==> src/rtl/fst_pkg.sv <==
package fst_pkg;
  typedef enum logic [1:0] {
    POL_FDEP      = 2'd0,
    POL_STALL     = 2'd1,
    POL_MERGE     = 2'd2,
    POL_MERGE_ALT = 2'd3
  } pol_e;

  typedef enum logic {
    SEQ_IDLE = 1'b0,
    SEQ_WAIT = 1'b1
  } seq_e;
endpackage

==> src/rtl/fst_hazard.sv <==
module fst_hazard #(
  parameter int N_GRP = 2
) (
  input  logic             valid_i,
  input  logic [N_GRP-1:0] wr_mask_i,
  input  logic [N_GRP-1:0] rd_mask_i,
  input  logic             shz_i,
  input  logic [N_GRP-1:0] stale_i,
  output logic [N_GRP-1:0] wr_eff_o,
  output logic             writer_o,
  output logic             partial_o,
  output logic             need_merge_o
);
  logic [N_GRP-1:0] rd_eff;

  // zero-count shift keeps old flags: reads all, writes all
  assign wr_eff_o     = shz_i ? {N_GRP{1'b1}} : wr_mask_i;
  assign rd_eff       = shz_i ? {N_GRP{1'b1}} : rd_mask_i;
  assign writer_o     = |wr_eff_o;
  assign partial_o    = writer_o & ~(&wr_eff_o);
  assign need_merge_o = valid_i & (|(rd_eff & stale_i));
endmodule

==> src/rtl/fst_flag_state.sv <==
module fst_flag_state #(
  parameter int N_GRP    = 2,
  parameter int PROD_LAT = 3
) (
  input  logic             clk_i,
  input  logic             rst_ni,
  input  logic             clear_i,
  input  logic             commit_i,
  input  logic             serialize_i,
  input  logic [N_GRP-1:0] wr_eff_i,
  output logic [N_GRP-1:0] stale_o,
  output logic             busy_o
);
  localparam int BUSY_W = (PROD_LAT > 2) ? $clog2(PROD_LAT) : 1;

  logic [N_GRP-1:0] stale_q;

  for (genvar g = 0; g < N_GRP; g++) begin : g_grp
    // stale: group not produced by the most recent flag writer
    always_ff @(posedge clk_i or negedge rst_ni) begin
      if (!rst_ni)       stale_q[g] <= 1'b0;
      else if (clear_i)  stale_q[g] <= 1'b0;
      else if (commit_i) stale_q[g] <= serialize_i ? 1'b0 : ~wr_eff_i[g];
    end
  end
  assign stale_o = stale_q;

  if (PROD_LAT > 1) begin : g_busy
    logic [BUSY_W-1:0] busy_q;
    always_ff @(posedge clk_i or negedge rst_ni) begin
      if (!rst_ni)              busy_q <= '0;
      else if (commit_i)        busy_q <= BUSY_W'(PROD_LAT - 1);
      else if (busy_q != '0)    busy_q <= busy_q - 1'b1;
    end
    assign busy_o = (busy_q != '0);
  end else begin : g_nobusy
    assign busy_o = 1'b0;
  end
endmodule

==> src/rtl/fst_penalty_seq.sv <==
module fst_penalty_seq
  import fst_pkg::*;
#(
  parameter int STALL_CYC = 7
) (
  input  logic clk_i,
  input  logic rst_ni,
  input  logic start_i,
  output logic wait_o,
  output logic done_o
);
  localparam int CNT_W = (STALL_CYC > 2) ? $clog2(STALL_CYC) : 1;

  seq_e             st_q;
  logic [CNT_W-1:0] cnt_q;

  always_ff @(posedge clk_i or negedge rst_ni) begin
    if (!rst_ni) begin
      st_q  <= SEQ_IDLE;
      cnt_q <= '0;
    end else begin
      unique case (st_q)
        SEQ_IDLE: if (start_i) begin
          st_q  <= SEQ_WAIT;
          cnt_q <= CNT_W'(STALL_CYC - 1);
        end
        SEQ_WAIT: begin
          if (cnt_q == CNT_W'(1)) st_q <= SEQ_IDLE;
          cnt_q <= cnt_q - 1'b1;
        end
        default: st_q <= SEQ_IDLE;
      endcase
    end
  end

  assign wait_o = (st_q == SEQ_WAIT);
  assign done_o = wait_o & (cnt_q == CNT_W'(1));
endmodule

==> src/rtl/flag_split_tracker.sv <==
module flag_split_tracker
  import fst_pkg::*;
#(
  parameter int N_GRP     = 2,
  parameter int STALL_CYC = 7,
  parameter int PROD_LAT  = 3
) (
  input  logic             clk_i,
  input  logic             rst_ni,
  input  logic [1:0]       policy_i,
  input  logic             uop_valid_i,
  input  logic [N_GRP-1:0] uop_wr_mask_i,
  input  logic [N_GRP-1:0] uop_rd_mask_i,
  input  logic             uop_shz_i,
  output logic             issue_o,
  output logic             stall_o,
  output logic             merge_req_o
);
  localparam bit SHORT_STALL = (STALL_CYC < 2);

  pol_e             pol;
  logic             pol_fdep, pol_merge;
  logic [N_GRP-1:0] wr_eff, stale;
  logic             writer, partial, need_merge, busy;
  logic             in_wait, wait_done, start_wait, clear_split, commit;

  assign pol       = pol_e'(policy_i);
  assign pol_fdep  = (pol == POL_FDEP);
  assign pol_merge = (pol == POL_MERGE) | (pol == POL_MERGE_ALT);

  fst_hazard #(.N_GRP(N_GRP)) u_hazard (
    .valid_i      (uop_valid_i),
    .wr_mask_i    (uop_wr_mask_i),
    .rd_mask_i    (uop_rd_mask_i),
    .shz_i        (uop_shz_i),
    .stale_i      (stale),
    .wr_eff_o     (wr_eff),
    .writer_o     (writer),
    .partial_o    (partial),
    .need_merge_o (need_merge)
  );

  fst_flag_state #(.N_GRP(N_GRP), .PROD_LAT(PROD_LAT)) u_state (
    .clk_i       (clk_i),
    .rst_ni      (rst_ni),
    .clear_i     (clear_split),
    .commit_i    (commit),
    .serialize_i (pol_fdep),
    .wr_eff_i    (wr_eff),
    .stale_o     (stale),
    .busy_o      (busy)
  );

  fst_penalty_seq #(.STALL_CYC(STALL_CYC)) u_seq (
    .clk_i   (clk_i),
    .rst_ni  (rst_ni),
    .start_i (start_wait),
    .wait_o  (in_wait),
    .done_o  (wait_done)
  );

  always_comb begin
    issue_o     = 1'b0;
    stall_o     = 1'b0;
    merge_req_o = 1'b0;
    start_wait  = 1'b0;
    clear_split = 1'b0;
    if (in_wait) begin
      stall_o     = 1'b1;
      clear_split = wait_done;
    end else if (uop_valid_i) begin
      if (pol_fdep) begin
        // partial writer serializes behind previous flag producer
        if (partial && busy) stall_o = 1'b1;
        else                 issue_o = 1'b1;
      end else if (need_merge) begin
        stall_o = 1'b1;
        if (pol_merge) begin
          merge_req_o = 1'b1;
          clear_split = 1'b1;
        end else if (SHORT_STALL) begin
          clear_split = 1'b1;
        end else begin
          start_wait = 1'b1;
        end
      end else begin
        issue_o = 1'b1;
      end
    end
  end

  assign commit = issue_o & writer;
endmodule

==> config.mk <==
export PLATFORM = sky130hd
export DESIGN_NAME = flag_split_tracker
export DESIGN_NICKNAME = d
export VERILOG_FILES = /design/src/rtl/fst_pkg.sv /design/src/rtl/fst_hazard.sv /design/src/rtl/fst_flag_state.sv /design/src/rtl/fst_penalty_seq.sv /design/src/rtl/flag_split_tracker.sv
export SDC_FILE = /design/constraint.sdc
export NUM_CORES = 1
export LEC_CHECK = 0
export BUFFER_PORTS_ARGS = -buffer_cell sky130_fd_sc_hd__clkbuf_2
export CAP_MARGIN = 20
export CORE_AREA = 4 4 41 43
export DETAILED_ROUTE_END_ITERATION = 6
export DIE_AREA = 0 0 45 47
export GPL_TIMING_DRIVEN = 0
export PLACE_DENSITY = 0.76
export SETUP_SLACK_MARGIN = 0.15
export SYNTH_ARGS = -nofsm -noshare
export SYNTH_HDL_FRONTEND = slang
export SYNTH_SLANG_ARGS = --single-unit
==> constraint.sdc <==
create_clock -name clk_i -period 1.65 [get_ports clk_i]
set_clock_uncertainty 0.15 [all_clocks]
set_input_delay 0.2475 -clock clk_i [delete_from_list [all_inputs] [get_ports clk_i]]
set_output_delay 0.2475 -clock clk_i [all_outputs]
set_load 0.02 [all_outputs]
==> impl_metrics.env, run 1 <==
export IMPL_status="complete, but fails checks"
export IMPL_violations="negative setup slack"
export IMPL_finalCriticalPeriod_ns=1.98
export IMPL_cts_sinks=8
export IMPL_die_y_um=47
export IMPL_grt_pass1_wl_mm=2.18
export IMPL_antenna_left=0
export IMPL_holdWs_ns=0.222
export IMPL_dr_pass1_iters=2
export IMPL_synth_common_cells="dfrtp_1 (8), inv_1 (7), nor2_1 (6)"
export IMPL_synth_most_common_cell="dfrtp_1"
export IMPL_cap_violations=0
export IMPL_relSlewSlack=0.824
export IMPL_ys_flop_type="dfrtp_1"
export IMPL_hold_path_class="in -> async"
export IMPL_wirelength_mm=1.51
export IMPL_syn_nets=67
export IMPL_fmax_ghz=0.504
export IMPL_wire_per_inst_um=14.8
export IMPL_antenna_found_initial=0
export IMPL_cts_root_buf="clkbuf_4"
export IMPL_power_density_mw_per_mm2=1770
export IMPL_clkLatencyLatePin_ns=0.25
export IMPL_start_kind="flip-flop"
export IMPL_rsz0062_at_grt="yes"
export IMPL_fin_ws_ns=-0.334
export IMPL_syn2layout_area_growth_pct=74.7
export IMPL_hold_violations=0
export IMPL_placed_area_um2=647
export IMPL_cts_tree="built"
export IMPL_die_x_um=45
export IMPL_nNetsFinal=103
export IMPL_synth_seq_cells=8
export IMPL_grt_max_degree=9
export IMPL_netlist_area_um2=543
export IMPL_cts_max_level=1
export IMPL_via_per_inst=4.97
export IMPL_grt_pass1_vias=520
export IMPL_io_buffers=12
export IMPL_rows=13
export IMPL_crit_type="reg -> reg"
export IMPL_synth_top_area_share=0.369
export IMPL_critPathTopFamily="buffers and inverters"
export IMPL_synth_edf_count=0
export IMPL_clk_pin_slew_ns=0.05
export IMPL_drive_gt1_frac=0.667
export IMPL_max_stage_delay_ns=0.39
export IMPL_cpMaxStageDelayCell="dfrtp_1"
export IMPL_critPathRequiredTime_ns=1.63
export IMPL_cts_buffer_depth=2
export IMPL_design_area_um2=948
export IMPL_overflow=0
export IMPL_drt_iter0_markers=3
export IMPL_cp_cell_sequence="inv_2 > ha_4 > inv_2 > and3_4 > buf_4 > buf_6 > buf_6 > nor4_4 > buf_4 > mux2_4"
export IMPL_diodes=0
export IMPL_die_area_mm2=0.00212
export IMPL_grt_total_usage=0.148
export IMPL_yosysUniqueCellTypes=25
export IMPL_vias=507
export IMPL_gp_congestion=0.720
export IMPL_finalSetupViolCount=7
export IMPL_ys_top_cells_by_area="dfrtp_1 (37%), ha_1 (9.2%), mux2_2 (6.2%)"
export IMPL_fin_crit_sh=1.20
export IMPL_leakage_nw=0.470
export IMPL_tightest_slew_ns=0.263
export IMPL_setup_tns_final_ns=-1.95
export IMPL_yosysWarnings=0
export IMPL_drc=0
export IMPL_synth_cells=53
export IMPL_initial_core_util=0.417
export IMPL_async_flop_share=1.00
export IMPL_synth_area_leader_cell="dfrtp_1"
export IMPL_ios=13
export IMPL_drv_slew=0
export IMPL_cts_buffers=3
export IMPL_syn_area_per_cell_um2=10.2
export IMPL_detailed_place_hpwl_um=897
export IMPL_ir_drop_mv=0.838
export IMPL_seq_area_frac_synth=0.369
export IMPL_crit_path_max_fanout=4
export IMPL_fp_coreArea_mm2=0.00130
export IMPL_cp_end_kind="flip-flop"
export IMPL_crit_arrival_ns=1.97
export IMPL_worst_path_buf_inv=6
==> through the flow <==
step                      std cells  utilization  total power, mW  setup slack, ns
after floorplan                  53            -            0.870         -0.00312
after global placement           80        0.497            0.973           -0.190
after detailed placement         80        0.497             1.01           -0.213
after CTS                        96        0.653             1.45           -0.343
after global routing            102        0.729             1.79           -0.404
final                           102        0.729             1.67           -0.334
==> path summary, 6_finish.rpt <==
path | from | end | slack [ns] | cells past startpoint
setup / recovery | u_state.g_busy.busy_q[0] | u_state.stale_o[0] | -0.33 | 10
hold / removal | rst_ni | u_state.g_busy.busy_q[1] | 0.22 | 2
setup reg to reg | u_state.g_busy.busy_q[0] | u_state.stale_o[0] | -0.33 | 10
hold reg to reg | u_seq.cnt_q[1] | u_seq.cnt_q[1] | 0.41 | 2
max in group asynchronous | rst_ni | u_state.stale_o[0] | 0.94 | 2
min in group clk_i | uop_wr_mask_i[0] | u_state.stale_o[0] | 0.27 | 3
==> cell usage in the layout, fill, tap and decap left out, types with 2 or more instances in the layout <==
cell type	n
inv_1	4
mux2_4	3
a22oi_2	2
nor2_2	2
clkbuf_2	9
clkbuf_8	2
nor3_1	2
dfrtp_2	2
buf_4	12
buf_6	7
nand2_1	2
dfrtp_1	6
nor2_1	4
inv_2	3
ha_1	3
clkbuf_4	3
==> kinds of logic after synthesis <==
kind of cell | synth area share
compound gates | 0.164
xor+xnor | 0.0323
buf+inv | 0.0576
simple gates | 0.205
mux | 0.0806
fa+ha+maj | 0.0922
flops | 0.369
==> routing by layer <==
layer / up-vias / part of all wire / track usage
li1: 248 / - / -
met1: 236 / 0.37 / 0.151
met2: 17 / 0.55 / 0.282
met3: 6 / 0.042 / 0.0230
met4: 0 / 0.038 / 0.0877
met5: - / 0 / 0
==> report_power, final <==
group / leakage, nW / total, mW / switching, mW / internal, mW
clock: 0.0138 / 0.148 / 0.0647 / 0.0831
combinational: 0.365 / 1.15 / 0.495 / 0.653
sequential: 0.0917 / 0.378 / 0.0806 / 0.298
total: 0.470 / 1.67 / 0.640 / 1.03
==> what timing repair did <==
action	4_1_cts	5_1_grt
buffers inserted	12	6
hold buffers	1	0
endpoints found under the hold margin	8	0
gates resized for setup	19	13
endpoints found under the setup margin	11	11
pin swaps	8	11
==> sequential cells by signal, indices dropped and copies added (netlist names) <==
name                   cells
u_state.g_busy.busy_q      2
u_seq.cnt_q                3
u_seq.wait_o               1
u_state.stale_o            2
==> cell type report <==
cell class,instances,area (µm²)
multi-input combinational,37,412
fill,81,353
timing repair buffer,31,259
sequential,8,203
inverter,7,26.3
clock buffer,3,22.5
tap,15,18.8
buffer,1,7.51
==> worst reg2reg max path, delay by kind of cell (launching register included) <==
| kind | cells | cell delay [ns] |
|---|---|---|
| flip-flops | 1 | 0.39 |
| AND/OR/NAND/NOR | 2 | 0.26 |
| multiplexers | 1 | 0.30 |
| buffers and inverters | 6 | 0.62 |
| adder cells (fa/ha/maj) | 1 | 0.13 |
Note: power is estimated with default switching activity, not from simulation.
==> run 2: changes to the inputs <==
--- a/config.mk
+++ b/config.mk
@@ -10,8 +10,8 @@
 export CORE_AREA = 4 4 41 43
 export DETAILED_ROUTE_END_ITERATION = 6
 export DIE_AREA = 0 0 45 47
-export GPL_TIMING_DRIVEN = 0
 export PLACE_DENSITY = 0.76
+export REMOVE_ABC_BUFFERS = 1
 export SETUP_SLACK_MARGIN = 0.15
 export SYNTH_ARGS = -nofsm -noshare
 export SYNTH_HDL_FRONTEND = slang
==> impl_metrics.env, run 2 (synthesis results as in run 1) <==
export IMPL_status="complete, but fails checks"
export IMPL_violations="negative setup slack"
export IMPL_initial_core_util=0.417
export IMPL_finalSetupViolCount=6
export IMPL_ir_drop_mv=1.04
export IMPL_ios=13
export IMPL_cts_max_level=1
export IMPL_fin_ws_ns=-0.311
export IMPL_fin_util=0.745
export IMPL_dr_pass1_iters=3
export IMPL_wirelength_mm=1.38
export IMPL_tightest_slew_ns=0.344
export IMPL_setup_tns_final_ns=-1.00
export IMPL_fp_coreArea_mm2=0.00130
export IMPL_cts_tree="built"
export IMPL_drv_slew=0
export IMPL_pre_cts_slack_ns=-0.242
export IMPL_placed_area_um2=692
export IMPL_nNetsFinal=109
export IMPL_leakage_nw=0.494
export IMPL_detailed_place_hpwl_um=863
export IMPL_grt_pass1_vias=521
export IMPL_clkLatencyLatePin_ns=0.25
export IMPL_drt_iter0_markers=6
export IMPL_largest_register_ffs=3
export IMPL_fmax_ghz=0.510
export IMPL_finalCriticalPeriod_ns=1.96
export IMPL_final_cell_mix="buf_4 (13), buf_6 (13), clkbuf_2 (9)"
export IMPL_timing_rr_end="u_state.g_busy.busy_q[1]"
export IMPL_antenna_found_initial=0
export IMPL_design_area_um2=970
export IMPL_grt_pass1_wl_mm=2.26
export IMPL_crit_end="stall_o"
export IMPL_wire_per_inst_um=12.8
export IMPL_vias=513
export IMPL_cts_root_buf="clkbuf_4"
export IMPL_via_per_inst=4.75
export IMPL_clk_pin_slew_ns=0.05
export IMPL_grt_total_usage=0.151
export IMPL_power_total_mw=1.72
export IMPL_cts_buffers=3
export IMPL_final_cells=108
export IMPL_crit_arrival_ns=1.56
export IMPL_antenna_left=0
export IMPL_crit_type="reg -> out"
export IMPL_cts_sinks=8
export IMPL_relSlewSlack=0.769
export IMPL_hold_path_class="in -> async"
export IMPL_fin_crit_sh=1.19
export IMPL_overflow=0
export IMPL_grt_max_degree=9
export IMPL_die_y_um=47
export IMPL_diodes=0
export IMPL_largest_register="u_seq.cnt_q"
export IMPL_rsz0062_at_grt="yes"
export IMPL_cap_violations=0
export IMPL_cp_end_kind="output pin"
export IMPL_n_fill_cell=81
export IMPL_timing_rr_start="u_state.g_busy.busy_q[1]"
export IMPL_cts_buffer_depth=2
export IMPL_worst_r2r_path_depth=13
export IMPL_critPathRequiredTime_ns=1.25
export IMPL_crit_path_max_fanout=2
export IMPL_die_x_um=45
export IMPL_dp_cells=89
export IMPL_power_density_mw_per_mm2=1770
export IMPL_io_buffers=12
export IMPL_drc=0
export IMPL_holdWs_ns=0.214
export IMPL_die_area_mm2=0.00212
export IMPL_hold_violations=0
export IMPL_syn2layout_area_growth_pct=78.6
export IMPL_start_kind="flip-flop"
export IMPL_drive_gt1_frac=0.667
export IMPL_rrSetupSlack_ns=-0.21
export IMPL_gp_congestion=0.697
export IMPL_rows=13
export IMPL_setup_worst_path_start="u_state.g_busy.busy_q[0]"
==> run 2: how the worst min path moves through the flow <==
stage	start	endpoint	slack (ns)	depth (start not counted)
2_1_floorplan	rst_ni	u_seq.cnt_q[0]	-0.20	0
3_3_place_gp	rst_ni	u_seq.cnt_q[1]	-0.05	1
3_5_place_dp	rst_ni	u_seq.cnt_q[0]	-0.05	1
4_1_cts	rst_ni	u_seq.cnt_q[2]	0.22	2
5_1_grt	rst_ni	u_seq.cnt_q[1]	0.21	2
6_report	rst_ni	u_seq.wait_o	0.21	2
==> run 2: area by class of cell <==
cell class	count	area (µm²)	area share
inverters	7	26.3	0.0271
clock buffers	3	22.5	0.0232
multi-input cells	37	373	0.385
flip-flops and latches	8	203	0.209
repair buffers	38	327	0.337
well taps	15	18.8	0.0194
==> run 2: report_power, final <==
group          internal [mW]  switching, mW  total (mW)
clock                 0.0830         0.0625       0.145
combinational          0.720          0.476        1.20
sequential             0.298         0.0780       0.376
total                   1.10          0.616        1.72
==> run 2: routing by layer <==
layer	wire (µm)	part of all wire	GRT usage	up-vias
met5	0	0	0	-
li1	-	-	-	268
met2	740	0.54	0.288	12
met3	62	0.045	0.0460	0
met4	0	0	0.0175	0
met1	573	0.42	0.169	233
==> run 2: what timing repair did <==
item | CTS | global route
setup endpoints to repair | 11 | 10
resized for setup | 24 | 12
endpoints found under the hold margin | 8 | 0
hold buffers | 1 | 0
setup buffers | 13 | 2
pin swaps | 9 | 7
==> run 2: worst max-delay path, stage by stage, from the launching register on <==
cell and delay [ns]:
dfrtp_1 0.39, inv_2 0.07, ha_4 0.13, inv_2 0.03, and3_4 0.15, or2_1 0.23, a21o_1 0.17, clkbuf_8 0.15
